**config.mk**
```make
export PLATFORM = sky130hd
export DESIGN_NAME = fft_pair_shuffler
export DESIGN_NICKNAME = d
export VERILOG_FILES = /design/src/rtl/shuf_pkg.sv /design/src/rtl/shuf_ctrl.sv /design/src/rtl/shuf_delay.sv /design/src/rtl/shuf_datapath.sv /design/src/rtl/fft_pair_shuffler.sv
export SDC_FILE = /design/constraint.sdc
export NUM_CORES = 1
export LEC_CHECK = 0
export BUFFER_PORTS_ARGS = -buffer_cell sky130_fd_sc_hd__clkbuf_2
export CAP_MARGIN = 20
export CORE_ASPECT_RATIO = 0.6
export CORE_UTILIZATION = 63
export CTS_BUF_LIST = sky130_fd_sc_hd__clkbuf_16
export DETAILED_ROUTE_END_ITERATION = 7
export PLACE_DENSITY = 0.85
export REMOVE_ABC_BUFFERS = 1
export SKIP_CTS_REPAIR_TIMING = 1
export SKIP_LAST_GASP = 1
export SYNTH_ARGS = -nofsm -noshare
export SYNTH_HDL_FRONTEND = slang
export SYNTH_HIERARCHICAL = 1
export SYNTH_SLANG_ARGS = --single-unit
```
**constraint.sdc**
```tcl
create_clock -name clk -period 2.4 [get_ports clk]
set_input_delay 0.12 -clock clk [delete_from_list [all_inputs] [get_ports clk]]
set_output_delay 0.12 -clock clk [all_outputs]
set_load 0.02 [all_outputs]
```
**src/rtl/shuf_pkg.sv**
```systemverilog
package shuf_pkg;

  // Strobes from the sequencer to the datapath.
  typedef struct packed {
    logic advance;  // a valid sample pair is present: shift both delay lines
    logic swap;     // phase bit: 1 = second half of the 2*L period
    logic emit;     // capture an output pair this cycle
  } shufStrobe_t;

endpackage

```
**src/rtl/shuf_ctrl.sv**
```systemverilog
module shuf_ctrl
  import shuf_pkg::*;
#(
  parameter int BLK_LEN = 4
) (
  input  logic        clk,
  input  logic        rstN,
  input  logic        inValid,
  output shufStrobe_t strobe
);

  localparam int CNT_W = $clog2(2 * BLK_LEN);
  localparam logic [CNT_W-1:0] FILL_LAST = CNT_W'(BLK_LEN - 1);

  logic [CNT_W-1:0] sampleCnt;
  logic             filled;

  // The counter wraps at 2*L, so its top bit is the bit of weight L.
  always_ff @(posedge clk or negedge rstN) begin
    if (!rstN) begin
      sampleCnt <= '0;
      filled    <= 1'b0;
    end else if (inValid) begin
      sampleCnt <= sampleCnt + 1'b1;
      if (sampleCnt == FILL_LAST) begin
        filled <= 1'b1;
      end
    end
  end

  always_comb begin
    strobe.advance = inValid;
    strobe.swap    = sampleCnt[CNT_W-1];
    strobe.emit    = inValid & filled;
  end

endmodule

```
**src/rtl/shuf_delay.sv**
```systemverilog
module shuf_delay #(
  parameter int WORD_W = 32,
  parameter int DEPTH  = 4
) (
  input  logic              clk,
  input  logic              rstN,
  input  logic              en,
  input  logic [WORD_W-1:0] din,
  output logic [WORD_W-1:0] dout
);

  logic [WORD_W-1:0] stage [DEPTH];

  always_ff @(posedge clk or negedge rstN) begin
    if (!rstN) begin
      for (int i = 0; i < DEPTH; i++) begin
        stage[i] <= '0;
      end
    end else if (en) begin
      stage[0] <= din;
      for (int i = 1; i < DEPTH; i++) begin
        stage[i] <= stage[i-1];
      end
    end
  end

  assign dout = stage[DEPTH-1];

endmodule

```
**src/rtl/shuf_datapath.sv**
```systemverilog
module shuf_datapath
  import shuf_pkg::*;
#(
  parameter int DATA_W  = 16,
  parameter int BLK_LEN = 4
) (
  input  logic                clk,
  input  logic                rstN,
  input  shufStrobe_t         strobe,
  input  logic [2*DATA_W-1:0] inUp,
  input  logic [2*DATA_W-1:0] inLo,
  output logic                outValid,
  output logic [2*DATA_W-1:0] outUp,
  output logic [2*DATA_W-1:0] outLo
);

  localparam int WORD_W = 2 * DATA_W;

  logic [WORD_W-1:0] loDelayed;
  logic [WORD_W-1:0] upDelayIn;
  logic [WORD_W-1:0] upDelayed;

  // The lower lane always waits L samples.
  shuf_delay #(.WORD_W(WORD_W), .DEPTH(BLK_LEN)) loLine (
    .clk (clk),
    .rstN(rstN),
    .en  (strobe.advance),
    .din (inLo),
    .dout(loDelayed)
  );

  // Entry multiplexer: in phase 0 the upper sample is stored, in phase 1
  // the delayed lower sample takes its place (block C moves up).
  assign upDelayIn = strobe.swap ? loDelayed : inUp;

  shuf_delay #(.WORD_W(WORD_W), .DEPTH(BLK_LEN)) upLine (
    .clk (clk),
    .rstN(rstN),
    .en  (strobe.advance),
    .din (upDelayIn),
    .dout(upDelayed)
  );

  // Exit multiplexer and output register stage.
  always_ff @(posedge clk or negedge rstN) begin
    if (!rstN) begin
      outValid <= 1'b0;
      outUp    <= '0;
      outLo    <= '0;
    end else begin
      outValid <= strobe.emit;
      if (strobe.emit) begin
        outUp <= upDelayed;
        outLo <= strobe.swap ? inUp : loDelayed;
      end
    end
  end

endmodule

```
**src/rtl/fft_pair_shuffler.sv**
```systemverilog
module fft_pair_shuffler
  import shuf_pkg::*;
#(
  parameter int DATA_W  = 16,
  parameter int BLK_LEN = 4
) (
  input  logic              clk,
  input  logic              rstN,
  input  logic              inValid,
  input  logic [DATA_W-1:0] inUpRe,
  input  logic [DATA_W-1:0] inUpIm,
  input  logic [DATA_W-1:0] inLoRe,
  input  logic [DATA_W-1:0] inLoIm,
  output logic              outValid,
  output logic [DATA_W-1:0] outUpRe,
  output logic [DATA_W-1:0] outUpIm,
  output logic [DATA_W-1:0] outLoRe,
  output logic [DATA_W-1:0] outLoIm
);

  localparam int WORD_W = 2 * DATA_W;

  shufStrobe_t       strobe;
  logic [WORD_W-1:0] outUpWord;
  logic [WORD_W-1:0] outLoWord;

  shuf_ctrl #(.BLK_LEN(BLK_LEN)) sequencer (
    .clk    (clk),
    .rstN   (rstN),
    .inValid(inValid),
    .strobe (strobe)
  );

  shuf_datapath #(.DATA_W(DATA_W), .BLK_LEN(BLK_LEN)) lanes (
    .clk     (clk),
    .rstN    (rstN),
    .strobe  (strobe),
    .inUp    ({inUpRe, inUpIm}),
    .inLo    ({inLoRe, inLoIm}),
    .outValid(outValid),
    .outUp   (outUpWord),
    .outLo   (outLoWord)
  );

  assign {outUpRe, outUpIm} = outUpWord;
  assign {outLoRe, outLoIm} = outLoWord;

endmodule

```
# --- Yosys cells after proc, flatten, opt, wreduce, memory -nomap -nowiden ---
# Index checks and enable logic that the tools add are counted.
word_totals:
  register_bits: 325
op_classes:
  n_eq_ne: 1
  reduce_logical: 1
  add_sub_neg: 1
  n_mux: 2
  n_bitwise: 1
op_table:
  columns: ["cell", "count"]
  rows:
  - ["$mux W32", 2]
  - ["$add A3 B1 Y3 const B", 1]
  - ["$eq A3 B2 Y1 const B", 1]
  - ["$reduce_and A2 Y1", 1]
  - ["$and A1 B1 Y1", 1]

# --- Depth between registers and ports, before layout ---
logic_depth:
  word_depth: 2
  mapped_depth: 6
  mapped_depth_nobuf: 3

# --- Modules after synthesis ---
# The synthesis kept the hierarchy.
modules_own_cells:
  columns: ["module", "area_per_inst_um2", "cells_each", "n_inst", "seq_area_each_um2"]
  rows:
  - ["shuf_delay", 5062.4, 302, 2, 3203.1]
  - ["shuf_datapath", 3141.8, 243, 1, 1626.6]
  - ["shuf_ctrl", 192.7, 15, 1, 100.1]

# --- Least setup slack after synthesis ---
# Ideal clock, no wire load.
synth_timing:
  kind: "register to register"
  startpoint: "register sequencer.sampleCnt[2]"
  endpoint: "register lanes/upLine/stage[100] (netlist bit)"
  slack_ns: 0.956
  required_ns: 2.275
  arrival_ns: 1.319
  stages_incl_launch_ff: 6
  setup_ns: 0.125
  n_path_buf: 3
  period_less_slack_ns: 1.444
  cell_sequence: "dfrtp_1 buf_4 buf_6 buf_6 mux2_2 mux2_2"
synth_via:
  elab_chain_cells: 1
synth_rtl:
  columns: ["item", "line", "rtl"]
  rows:
  - ["start: declaration", "shuf_ctrl.sv:15", "logic [CNT_W-1:0] sampleCnt;"]
  - ["start signal: assignment", "shuf_ctrl.sv:24", "sampleCnt <= sampleCnt + 1'b1;"]
  - ["$mux W32", "shuf_datapath.sv:34", "assign upDelayIn = strobe.swap ? loDelayed : inUp;"]
  - ["net lanes.upDelayIn[4]", "shuf_datapath.sv:20", "logic [WORD_W-1:0] upDelayIn;"]
  - ["end signal: indexed assignment", "shuf_delay.sv:22", "stage[i] <= stage[i-1];"]
  - ["end: declaration", "shuf_delay.sv:12", "logic [WORD_W-1:0] stage [DEPTH];"]
# The timed path passes the listed nets, and every way through them passes these cells.
# A chain may end at the register's enable or synchronous reset.

# --- Worst setup path in the final report ---
layout_timing:
  startpoint: "register sequencer.sampleCnt[2]"
  endpoint: "register lanes/upLine/stage[120] (netlist bit)"
# Same word-level chain as after synthesis.

==> results.md <==
- The worst-case register-to-register setup slack is approximately 620 ps.
- For the worst setup path, the data required time is approximately 2800 ps.
- The floorplan step defined a die boundary enclosing 0.0220 sq mm.
- Counting flops and latches in the post-synthesis netlist gives 325.
- The CTS tree is yes.
- The total global-route track usage is 20.5%.
- The flow ran to the end, but the final reports show violations.
- The die outline height is between 100 and 150 microns.
- Together, buffers and inverters on the worst path number 1.
- The detailed-route wire length per cell is about 17 microns.
- The worst reg2reg path startpoint is sequencer/sampleCnt[2].
- CTS saw around 330 sinks.
- Leaving out fill and tap cells, the most frequent cells in the layout are 324 x sky130_fd_sc_hd__dfrtp_1, 320 x sky130_fd_sc_hd__mux2_2, 129 x sky130_fd_sc_hd__clkbuf_2.
- The setup slack after layout is about 620 ps.
- Setup violations remaining at the end of the flow were counted as 0.
- The share of flip-flops with an asynchronous set or reset is 100%.
- The checks that failed: hold timing.
- The initial antenna violation count was 1.
- The critical path ends at lanes/upLine/stage[120].
- Sequential elements use ~60% of the synthesized area.
- The slowest cell on the critical path is sky130_fd_sc_hd__dfrtp_4.
- The arrival time at the worst endpoint is 2190 ps.
- The final layout contains routed wiring with a total length of ~22000 microns.
- The source of the worst hold timing path is inUpIm[1].
- At the end of the flow, the number of nets in the layout was between 1000 and 1500.
- The endpoint kind of the worst setup timing path is a flop.
- The final hold violation count is 5.
- In this run the number of cells on the critical path is 3.
- The wire length of the first global-routing pass is 35800 microns.
- The clock arrives with around 7.8 ps of skew.
- The quantity of I/O buffers inserted on ports is between 100 and 150.
- Global routing consumed, on the met1 layer, 31.6% of the routing resources.
- The width of the die is roughly 190 microns.
- Clock-pin slew was measured on the worst setup and hold paths at 70 ps.
- Leaving out fill and tap cells, the most frequent cell in the layout is sky130_fd_sc_hd__dfrtp_1.
- The number of placement rows is 40.
- The beginning of the critical path is sequencer/sampleCnt[2].
- The cell chosen for the clock root is sky130_fd_sc_hd__clkbuf_16.
- The worst register-to-register path ends at lanes/upLine/stage[120].
- Clock tree synthesis inserted a total of 28 buffers.
- The via count of the first global-routing pass came to ~7000.
- The number of cell instances on the worst register-to-register path is 3.
- Across all layers, the routed design uses between 6000 and 7000 vias.
- The count of H-tree levels built during CTS is 1.
- The Yosys warning count is 6.
- The prevailing post-synth register cell is sky130_fd_sc_hd__dfrtp_1.
- The gate count after technology mapping is about 860.
- The met3 track demand over resource is roughly 3.5%.
- The post-synth design cell area is 0.0135 sq mm.
- For this run, the detailed router's first-pass iteration total came to 4.
- The top achievable clock speed is around 0.56 GHz.
- The final core utilization is approximately three quarters.
- At the pin with the least slew margin, the transition time is 691 ps.
- Counting the fill cells in the layout gives ~1300.
- Counting distinct cell types in the post-synthesis netlist gives 17.
- After detailed routing, the number of remaining DRC violations is 0.
- The number of nets with antenna violations after detailed routing is 0.
- The layer flagged by global routing as most heavily used is met1.
- The mean instance size in the synthesized netlist is ~16 sq um.
- The worst min-delay path category is input port to flop.
- The critical path goes through buf_4 -> mux2_2 -> mux2_2.
- The ratio of total power to cell area is around 1200 mW/mm^2.
- Prior to clock tree synthesis, the placed netlist has a worst setup slack of 652 ps.
- The half-perimeter wire length of the detailed placement result is ~14000 microns.
- The class of the most critical setup path is flop to flop.
- The reported leakage power is 6.87 nW.
- The maximum number of buffers from clock root to sink is 3.
- The maximum fanout along the worst path is 24.
- The fraction of final layout cells sized beyond drive strength 1 is around 51%.
- The final RePlAce weighted congestion is 0.750.
- The synthesized design contains 0 enable-type register cells.
- In this run, the number of DRC markers left after iteration 0 of detailed routing was roughly 290.
- Among cell families on the critical path, the largest total delay comes from flip-flops.
- The total area inside the core boundary comes to between 0.02 and 0.025 sq mm.
- In this run the count of I/O pins placed on the die edge is 132.
- The largest net degree at the start of global routing is around 100.
- The clock latency of the later-clocked register in the worst-skew pair is between 500 and 600 ps.
- The startpoint class of the critical path is a flop.
- Setup repair after global routing left no endpoint under its margin.
- The initial utilization of the core area, before any placement, comes to 65.8%.
- The max-slew violation total from the final report came to 0.
- For met2 alone, demand over resource in global routing was between 30% and 40%.
- The worst slew margin relative to its limit is between 50% and 60%.
- The layout overhead on the synthesized area is 12.7%.
- The final critical path takes up 74.1% of the cycle.
- In the routed layout, each cell is associated on average with a via count of approximately 5.3.
- For this run, the slowest stage of the critical path takes 690 ps.
- The final worst hold slack is -32.1 ps.
- The aggregate global routing overflow is 0.
- The peak supply drop is between 0.6 and 0.7 mV.
- Max-cap violations in this run came to 0.
- The cell that appears most often on the critical path is sky130_fd_sc_hd__mux2_2.
- Subtracting the final worst setup slack from the clock period gives 1780 ps.
-- layout make-up --
| cell class | count | area, sq um | area share [%] |
|---|---|---|---|
| flip-flops and latches | 325 | 8140 | 53.6 |
| multi-input cells | 424 | 4280 | 28.2 |
| repair buffers | 213 | 1540 | 10.2 |
| clock buffers | 29 | 726 | 4.78 |
| well taps | 273 | 342 | 2.25 |
| clock inverters | 21 | 140 | 0.924 |
| inverters | 1 | 3.75 | 0.0247 |
| diodes | 1 | 2.50 | 0.0165 |
-- through the flow --
step / power [W] / TNS [ps] / hold slack, ps / cell area (sq um) / std cells
after global placement: 0.0132 / 0 / 158 / 13700 / 1175
after detailed placement: 0.0135 / 0 / 168 / 13700 / 1175
after global routing: 0.0187 / 0 / 2.51 / 15200 / 1287
after CTS: 0.0178 / 0 / -398 / 14600 / 1225
final: 0.0177 / 0 / -32.1 / 15200 / 1287
after floorplan: 0.0117 / -11780 / -176 / 12400 / 750
-- routing by layer --
| metal | share of wire [%] | up-vias |
|---|---|---|
| met5 | 0 | - |
| met4 | 1.2 | 0 |
| met3 | 3.7 | 27 |
| met2 | 45 | 121 |
| met1 | 50 | 3488 |
| li1 | - | 3219 |
-- cells in the mapped netlist, types with 2 or more instances --
| master | n | area [sq um] |
|---|---|---|
| sky130_fd_sc_hd__buf_4 | 68 | 510 |
| sky130_fd_sc_hd__clkbuf_8 | 16 | 220 |
| sky130_fd_sc_hd__mux2_2 | 320 | 3600 |
| sky130_fd_sc_hd__nor2_1 | 33 | 124 |
| sky130_fd_sc_hd__ha_1 | 2 | 25.0 |
| sky130_fd_sc_hd__buf_6 | 19 | 214 |
| sky130_fd_sc_hd__buf_2 | 5 | 25.0 |
| sky130_fd_sc_hd__dfrtp_1 | 325 | 8130 |
| sky130_fd_sc_hd__mux2i_1 | 32 | 320 |
| sky130_fd_sc_hd__buf_12 | 3 | 60.1 |
| sky130_fd_sc_hd__a21oi_1 | 33 | 165 |
-- cell families (layout without fill, tap and decap cells) --
family          Yosys count  after routing  synth area share, %
xor+xnor                  1              1               0.0651
other cells               0              1                    0
mux                     353            353                 29.3
compound gates           34             34                 1.29
buf+inv                 113            264                 7.79
simple gates             34             34                0.976
flops                   325            325                 60.4
fa+ha+maj                 2              2                0.186
-- power by group --
part,internal (W),total (W),switching (W)
Combinational,0.00252,0.00469,0.00217
Sequential,0.00751,0.00875,0.00124
Clock,0.00239,0.00430,0.00191
Total,0.0124,0.0177,0.00532
-- worst min-delay path: stages --
cell and delay, ps:
sky130_fd_sc_hd__clkbuf_2 100, sky130_fd_sc_hd__mux2i_1 80, sky130_fd_sc_hd__a21oi_1 150
-- worst min path at each step --
stage                              to  cells past startpoint
2_1_floorplan    lanes/loLine/dout[0]                      0
3_3_place_gp   lanes/loLine/stage[99]                      1
3_5_place_dp   lanes/loLine/stage[35]                      1
4_1_cts        lanes/loLine/stage[35]                      1
5_1_grt                lanes/outLo[1]                      3
6_report               lanes/outLo[1]                      3
-- registers in the layout, summed over array words and instances, names as in the netlist --
signal / flops
lanes/loLine/stage: 96
lanes/upLine/stage: 96
lanes/loLine/dout: 32
lanes/outLo: 32
lanes/outUp: 32
lanes/upLine/dout: 32
sequencer/sampleCnt: 3
lanes/outValid: 1
sequencer/filled: 1
Power figures use the tool's default switching activity.
